## src/rtl/wpoll_pkg.sv

```systemverilog
package wpoll_pkg;
  typedef enum logic [1:0] {
    PH_IDLE,
    PH_READ,
    PH_GAP,
    PH_SETTLE
  } phase_t;

  typedef enum logic {
    MODE_DATA   = 1'b0,
    MODE_TOGGLE = 1'b1
  } mode_t;
endpackage

```

## src/rtl/wpoll_tick.sv

```systemverilog
// Cycle counter with a terminal value: hit is high in the cycle where the
// count equals 'last' while enabled.
module wpoll_tick #(
  parameter int W = 4
) (
  input  logic         clk,
  input  logic         rst,
  input  logic         clr,
  input  logic         en,
  input  logic [W-1:0] last,
  output logic         hit
);
  logic [W-1:0] cnt;

  always_ff @(posedge clk) begin
    if (rst || clr) cnt <= '0;
    else if (en)    cnt <= cnt + 1'b1;
  end

  assign hit = en && (cnt == last);
endmodule

```

## src/rtl/wpoll_judge.sv

```systemverilog
// Completion decision for one sampled read.
module wpoll_judge
  import wpoll_pkg::*;
(
  input  mode_t mode,
  input  logic  rd_flag,    // top status bit as read
  input  logic  rd_tog,     // toggling status bit as read
  input  logic  want_flag,  // top bit of the saved data
  input  logic  last_tog,   // toggling bit from the previous read
  input  logic  last_ok,    // a previous read exists in this operation
  output logic  complete
);
  always_comb begin
    if (mode == MODE_DATA) complete = (rd_flag == want_flag);
    else                   complete = last_ok && (rd_tog == last_tog);
  end
endmodule

```

## src/rtl/wpoll_engine.sv

```systemverilog
module wpoll_engine
  import wpoll_pkg::*;
#(
  parameter int AW          = 15,
  parameter int DW          = 8,
  parameter int ACC_CYC     = 4,
  parameter int GAP_CYC     = 2,
  parameter int SETTLE_CYC  = 1000,
  parameter int TIMEOUT_CYC = 700000
) (
  input  logic          clk,
  input  logic          rst,
  input  logic          start_i,
  input  logic          mode_i,
  input  logic [AW-1:0] addr_i,
  input  logic [DW-1:0] data_i,
  output logic          busy_o,
  output logic          done_o,
  output logic          err_o,
  output logic          mem_ce_n,
  output logic          mem_oe_n,
  output logic          mem_we_n,
  output logic [AW-1:0] mem_addr,
  input  logic [DW-1:0] mem_rdata
);
  localparam int FLAG_BIT = DW - 1;
  localparam int TOG_BIT  = DW - 2;
  localparam int PH_MAX_A = (ACC_CYC > GAP_CYC) ? ACC_CYC : GAP_CYC;
  localparam int PH_MAX   = (PH_MAX_A > SETTLE_CYC) ? PH_MAX_A : SETTLE_CYC;
  localparam int PW       = $clog2(PH_MAX + 1);
  localparam int TW       = $clog2(TIMEOUT_CYC + 1);

  phase_t        state;
  mode_t         mode_q;
  logic          want_flag;
  logic          last_tog;
  logic          last_ok;
  logic [PW-1:0] ph_last;
  logic          ph_hit, ph_clr, ph_en;
  logic          tmo_hit, tmo_en, tmo_fire;
  logic          start_go;
  logic          complete;
  logic          polling;

  assign start_go = (state == PH_IDLE) && start_i;
  assign polling  = (state == PH_READ) || (state == PH_GAP);

  always_comb begin
    case (state)
      PH_READ:   ph_last = PW'(ACC_CYC - 1);
      PH_GAP:    ph_last = PW'(GAP_CYC - 1);
      PH_SETTLE: ph_last = PW'(SETTLE_CYC - 1);
      default:   ph_last = '0;
    endcase
  end

  wpoll_judge u_judge (
    .mode      (mode_q),
    .rd_flag   (mem_rdata[FLAG_BIT]),
    .rd_tog    (mem_rdata[TOG_BIT]),
    .want_flag (want_flag),
    .last_tog  (last_tog),
    .last_ok   (last_ok),
    .complete  (complete)
  );

  // Completion seen in the same cycle as the limit takes precedence.
  assign tmo_en   = polling;
  assign tmo_fire = tmo_hit && !((state == PH_READ) && ph_hit && complete);
  assign ph_en    = (state != PH_IDLE);
  assign ph_clr   = start_go || ph_hit || tmo_fire;

  wpoll_tick #(.W(PW)) u_phase (
    .clk  (clk),
    .rst  (rst),
    .clr  (ph_clr),
    .en   (ph_en),
    .last (ph_last),
    .hit  (ph_hit)
  );

  wpoll_tick #(.W(TW)) u_limit (
    .clk  (clk),
    .rst  (rst),
    .clr  (start_go),
    .en   (tmo_en),
    .last (TW'(TIMEOUT_CYC - 1)),
    .hit  (tmo_hit)
  );

  always_ff @(posedge clk) begin
    if (rst) begin
      state     <= PH_IDLE;
      mode_q    <= MODE_DATA;
      want_flag <= 1'b0;
      last_tog  <= 1'b0;
      last_ok   <= 1'b0;
      busy_o    <= 1'b0;
      done_o    <= 1'b0;
      err_o     <= 1'b0;
      mem_ce_n  <= 1'b1;
      mem_oe_n  <= 1'b1;
      mem_addr  <= '0;
    end else begin
      done_o <= 1'b0;
      err_o  <= 1'b0;
      case (state)
        PH_IDLE: begin
          if (start_i) begin
            mode_q    <= mode_t'(mode_i);
            want_flag <= data_i[FLAG_BIT];
            mem_addr  <= addr_i;
            last_ok   <= 1'b0;
            busy_o    <= 1'b1;
            mem_ce_n  <= 1'b0;
            mem_oe_n  <= 1'b0;
            state     <= PH_READ;
          end
        end
        PH_READ: begin
          if (ph_hit) begin
            mem_ce_n <= 1'b1;
            mem_oe_n <= 1'b1;
            if (complete) begin
              state <= PH_SETTLE;
            end else if (tmo_fire) begin
              err_o  <= 1'b1;
              busy_o <= 1'b0;
              state  <= PH_IDLE;
            end else begin
              last_tog <= mem_rdata[TOG_BIT];
              last_ok  <= 1'b1;
              state    <= PH_GAP;
            end
          end else if (tmo_fire) begin
            mem_ce_n <= 1'b1;
            mem_oe_n <= 1'b1;
            err_o    <= 1'b1;
            busy_o   <= 1'b0;
            state    <= PH_IDLE;
          end
        end
        PH_GAP: begin
          if (tmo_fire) begin
            err_o  <= 1'b1;
            busy_o <= 1'b0;
            state  <= PH_IDLE;
          end else if (ph_hit) begin
            mem_ce_n <= 1'b0;
            mem_oe_n <= 1'b0;
            state    <= PH_READ;
          end
        end
        PH_SETTLE: begin
          if (ph_hit) begin
            done_o <= 1'b1;
            busy_o <= 1'b0;
            state  <= PH_IDLE;
          end
        end
        default: state <= PH_IDLE;
      endcase
    end
  end

  assign mem_we_n = 1'b1;
endmodule

```

## config.mk

```make
export PLATFORM = sky130hd
export DESIGN_NAME = wpoll_engine
export DESIGN_NICKNAME = d
export VERILOG_FILES = /design/src/rtl/wpoll_pkg.sv /design/src/rtl/wpoll_tick.sv /design/src/rtl/wpoll_judge.sv /design/src/rtl/wpoll_engine.sv
export SDC_FILE = /design/constraint.sdc
export NUM_CORES = 1
export LEC_CHECK = 0
export BUFFER_PORTS_ARGS = -buffer_cell sky130_fd_sc_hd__buf_2
export CAP_MARGIN = 25
export CORE_MARGIN = 2
export CORE_UTILIZATION = 55
export DETAILED_ROUTE_END_ITERATION = 8
export GPL_TIMING_DRIVEN = 0
export PLACE_DENSITY = 0.9
export SLEW_MARGIN = 20
export SYNTH_ARGS = -nofsm -noshare
export SYNTH_HDL_FRONTEND = slang
export SYNTH_HIERARCHICAL = 1
export SYNTH_SLANG_ARGS = --single-unit
```

## constraint.sdc

```tcl
create_clock -name clk -period 6.5 [get_ports clk]
set_input_delay 0.65 -clock clk [delete_from_list [all_inputs] [get_ports clk]]
set_output_delay 0.65 -clock clk [all_outputs]
set_load 0.02 [all_outputs]
```

# Word-level counts from Yosys, hierarchy flattened
# Index checks and enable logic that the tools add are counted.
[totals]
input_bits = 35
out_inout_bits = 21
wordCells = 89
register_bits = 55
[classes]
reduce_logical = 24
n_eq_ne = 17
addsub = 2
bitwise_logic = 3
n_mux = 31
[ops]
columns = ["operator", "count"]
rows = [
  ["$pmux W10 S3", 1],
  ["$add A20 B1 Y20 const B", 1],
  ["$eq A20 B20 Y1 const B", 1],
  ["$mux W1", 17],
  ["$mux W2", 8],
  ["$ne A2 B2 Y1 const B", 7],
  ["$add A10 B1 Y10 const B", 1],
  ["$eq A10 B10 Y1", 1],
  ["$reduce_and A5 Y1", 2],
  ["$ne A3 B3 Y1 const B", 3],
  ["$pmux W2 S4", 1],
  ["$reduce_and A4 Y1", 2],
  ["$logic_and A1 B1 Y1", 7],
  ["$logic_or A1 B1 Y1", 5],
  ["$eq A2 B2 Y1 const B", 2],
  ["$pmux W1 S2", 2],
  ["$pmux W1 S4", 1],
  ["$reduce_bool A2 Y1", 2],
  ["$not A1 Y1", 3],
  ["$pmux W1 S3", 1],
  ["$reduce_and A3 Y1", 1],
  ["$reduce_bool A3 Y1", 1],
  ["$eq A1 B1 Y1", 2],
  ["$eq A2 B1 Y1 const B", 1],
  ["4 further kinds", 4],
]

# Depth between registers and ports, before layout
[depth]
depth_word = 12
ltp_mapped = 13

# Modules after synthesis
# Netlist, hierarchy kept.
[by_module_without_submodules]
columns = ["mod", "cells_each", "area_per_inst_um2", "instances"]
rows = [
  ["wpoll_tick (u_limit)", 136, 1152.4, 1],
  ["wpoll_engine", 142, 1096.1, 1],
  ["wpoll_tick (u_phase)", 65, 555.5, 1],
  ["wpoll_judge", 4, 27.5, 1],
]

# Least setup slack after synthesis
# No wires, ideal clock.
[synth_timing]
kind = "reg2reg"
startpoint = "register state[0]"
endpoint = "register mem_oe_n"
arrival_ns = 2.402
slack_ns = 4.029
setup_ns = 0.070
required_time_ns = 6.430
synth_period_minus_slack_ns = 2.471
stages_incl_launch_ff = 11
path_buffers = 0
path_cell_list = "dfxtp_1 -> ha_1 -> nor2_1 -> nor2_1 -> xnor2_1 -> nand4_1 -> nor3_1 -> nand3_2 -> and3_1 -> or3_1 -> a21oi_1"
[synth_via]
elab_chain_len = 10
[synth_lines]
columns = ["item", "line_no", "source"]
rows = [
  ["from (decl)", "wpoll_engine.sv:33", "phase_t state;"],
  ["from (signal assigned)", "wpoll_engine.sv:93", "state <= PH_IDLE;"],
  ["from (signal assigned)", "wpoll_engine.sv:117", "state <= PH_READ;"],
  ["from (signal assigned)", "wpoll_engine.sv:125", "state <= PH_SETTLE;"],
  ["$eq A2 B2 Y1 or $eq A2 B1 Y1 (tied branches)", "wpoll_engine.sv:49", "case (state)"],
  ["$pmux W10 S3 *", "wpoll_engine.sv:49", ""],
  ["net ph_last[2]", "wpoll_engine.sv:38", "logic [PW-1:0] ph_last;"],
  ["$eq A10 B10 Y1 *", "wpoll_tick.sv:20", "assign hit = en && (cnt == last);"],
  ["$logic_and A1 B1 Y1 *", "wpoll_tick.sv:20", ""],
  ["net ph_hit", "wpoll_engine.sv:39", "logic ph_hit, ph_clr, ph_en;"],
  ["$logic_and A1 B1 Y1 (2 in a row)", "wpoll_engine.sv:69", "assign tmo_fire = tmo_hit && !((state == PH_READ) && ph_hit && complete);"],
  ["$logic_not A1 Y1", "wpoll_engine.sv:69", ""],
  ["$logic_and A1 B1 Y1", "wpoll_engine.sv:69", ""],
  ["$ne A3 B3 Y1 (no line) or $ne A2 B2 Y1 (tied branches)", "--", ""],
  ["$reduce_and A5 Y1 (no line)", "--", ""],
  ["to (signal assigned)", "wpoll_engine.sv:102", "mem_oe_n <= 1'b1;"],
  ["to (signal assigned)", "wpoll_engine.sv:116", "mem_oe_n <= 1'b0;"],
  ["to (signal assigned)", "wpoll_engine.sv:123", "mem_oe_n <= 1'b1;"],
  ["to (decl)", "wpoll_engine.sv:21", "output logic mem_oe_n,"],
]
# The timed path passes the listed nets; every way through them passes the cells marked *.
# A chain may end at the register's enable or synchronous reset.

# Worst setup path after layout
# Ends and elaborated chain as after synthesis.

==> results.toml <==
[timing]
rsz0062_at_grt = "no"
finalSetupViolCount = 0
finalMaxSlewViolations = 0
maxSlewHeadroom = 0.4642
setup_tns_ns = 0
period_share = 0.4518
holdWs_ns = 0.4557
fin_skew_ns = 0.009435
tightest_slew_ns = 0.7975
finalHoldViolCount = 0
max_freq_ghz = 0.3405
post-route-min-period_ns = 2.937

[drt]
drtIter0Drc = 144
routedWlPerCell_um = 12.05
vias = 2492
final_antenna_net_count = 0
first_pass_iters = 4
wl_um = 5857
drc = 0
via_per_inst = 5.128

[clocking]
clk_latency_ns = 0.30
path_clk_slew_ns = 0.09
cts.path.max_buffers = 2
tritoncts_num_sinks = 55
cts_resized = 0
h-tree-depth = 2
cts_inserted_buffers = 5
cts_root_buf = "clkbuf_8"
cts_setup_buffers = 0
cts_tree = "done"
postCtsHoldBufs = 0

[finish]
final_util = 0.6556
mostFrequentLayoutCells = "dfxtp_1 (55), nand2_1 (50), buf_2 (49)"
layout_commonest_cell = "dfxtp_1"
nets = 458
n_antenna_cell = 0
synthToLayoutAreaGrowth_pct = 16.75
drive_gt1_frac = 0.1587

[pwr]
combPwrFrac = 0.194
swShare = 0.2782
p_int_mw = 0.5198
p_clk_frac = 0.301
power.density_nw_per_um2 = 217.8
leakage_nw = 1.315
ir_drop_mv = 0.1728
seq_power_share = 0.505
power_switching_mw = 0.2003

[place]
io_buffers = 41
dp_hpwl_um = 4417
gp_congestion = 0.8747

[floorplan]
die_y_um = 75.75
start_util = 0.5615
rows = 26
die_width_um = 75.75
core_um2 = 5042
pin_count = 56
die_area_um2 = 5738

[grt]
track_usage = 0.2157
grt-ovfl-total = 0
first_global_vias = 2303
grt_max_degree = 16
grt_first_pass_wirelength_um = 9715
grt_antenna_before_repair = 0

[logic_synthesis]
syn_area_um2 = 2831
synth_edf_count = 0
synthCells = 347
async_flop_share = 0
seq_area_frac_synth = 0.3889
yosysUniqueCellTypes = 41
ys_ff_latch = 55
ys.warnings.count = 6
synth_flop_cell = "dfxtp_1"
avgSynthCellArea_um2 = 8.160

[job]
maxCapViolations = 0

[setup_path]
crit_path_max_fanout = 9
endpoint_kind = "flop"
critPathKind = "reg2reg"
crit_arrival_ns = 3.17
cp-start-kind = "flop"
crit_required_ns = 6.73

[hold_path]
min_path_type = "reg2reg"

[outcome]
status = "complete, no violations"
[worst max-delay path, cell delays in order, from the launching register on]
cell,delay [ns]
dfxtp_1,0.41
ha_1,0.43
nor2_1,0.08
nor2_1,0.13
xnor2_1,0.13
nand4_1,0.10
nor3_1,0.66
nand3_2,0.22
and3_1,0.25
or3_1,0.30
a21oi_1,0.15
[cells by family (layout without fill, tap and decap cells)]
| family | count (synthesis) | in the layout | share of synthesized area |
|---|---|---|---|
| buf+inv | 28 | 76 | 0.04374 |
| flops | 55 | 55 | 0.3889 |
| compound gates | 50 | 50 | 0.09590 |
| other cells | 2 | 23 | 0.002652 |
| mux | 6 | 6 | 0.02121 |
| xor+xnor | 47 | 47 | 0.1454 |
| simple gates | 152 | 152 | 0.2713 |
| fa+ha+maj | 7 | 7 | 0.03093 |
[registers in the layout, summed over array words and instances (netlist names)]
register,count
busy_o,1
done_o,1
err_o,1
last_ok,1
last_tog,1
mem_addr,15
mem_oe_n,1
mode_q,1
state,2
u_limit/cnt,20
u_phase/cnt,10
want_flag,1
[cell usage after synthesis (2+ instances only)]
library cell	n	area, um^2
a21oi_1	31	155.2
and3_1	4	25.02
and4_4	2	22.52
buf_2	8	40.04
buf_4	2	15.01
clkbuf_1	7	26.28
conb_1	2	7.510
dfxtp_1	55	1101
ha_1	7	87.58
inv_1	9	33.78
mux2i_1	6	60.06
nand2_1	50	187.7
nand2b_1	3	18.77
nand3_1	10	50.05
nand4_1	14	87.58
nor2_1	32	120.1
nor3_1	6	30.03
nor4_1	7	43.79
o21ai_0	12	60.06
or2_2	2	12.51
or3_1	13	81.33
xnor2_1	28	245.2
xor2_1	19	166.4
[metal layers]
metal | part of all wire | up-vias | track usage | wire (um)
li1 | - | 1293 | - | -
met1 | 0.44 | 1145 | 0.2584 | 2553
met2 | 0.52 | 47 | 0.3898 | 3030
met3 | 0.037 | 7 | 0.04762 | 217
met4 | 0.0094 | 0 | 0.05263 | 55
met5 | 0 | - | 0 | 0
[power groups by stage]
stage / clock, mW / sequential (mW) / combinational (mW)
3_5_place_dp: 0 / 0.371 / 0.138
4_1_cts: 0.222 / 0.363 / 0.140
2_1_floorplan: 0 / 0.382 / 0.0885
6_report: 0.217 / 0.363 / 0.140
3_3_place_gp: 0 / 0.370 / 0.134
5_1_grt: 0.236 / 0.365 / 0.156
[layout make-up]
type	count	area, um^2
Sequential cell	55	1101
Multi-Input combinational cell	285	1685
Timing Repair Buffer	41	205.2
Tap cell	70	87.58
Clock buffer	6	72.57
Clock inverter	1	30.03
Buffer	18	86.33
Fill cell	415	1737
Inverter	10	37.54
[worst paths after layout]
path                start           end  slack, ns  cells past startpoint
min reg2reg  mem_addr[13]  mem_addr[13]       0.46                      2
min          mem_addr[13]  mem_addr[13]       0.46                      2
max reg2reg      state[0]      mem_oe_n       3.56                     10
max              state[0]      mem_oe_n       3.56                     10
[through the flow]
step           setup slack, ns  area (um^2)  power, mW  instances
6_report                 3.563         3306     0.7201        486
5_1_grt                  3.235         3306     0.7568        486
4_1_cts                  3.563         3306     0.7253        486
3_5_place_dp             3.624         3203     0.5097        479
3_3_place_gp             3.704         3203     0.5042        479
2_1_floorplan            4.029         2910     0.4710        368
Note: power is estimated with default switching activity, not from simulation.
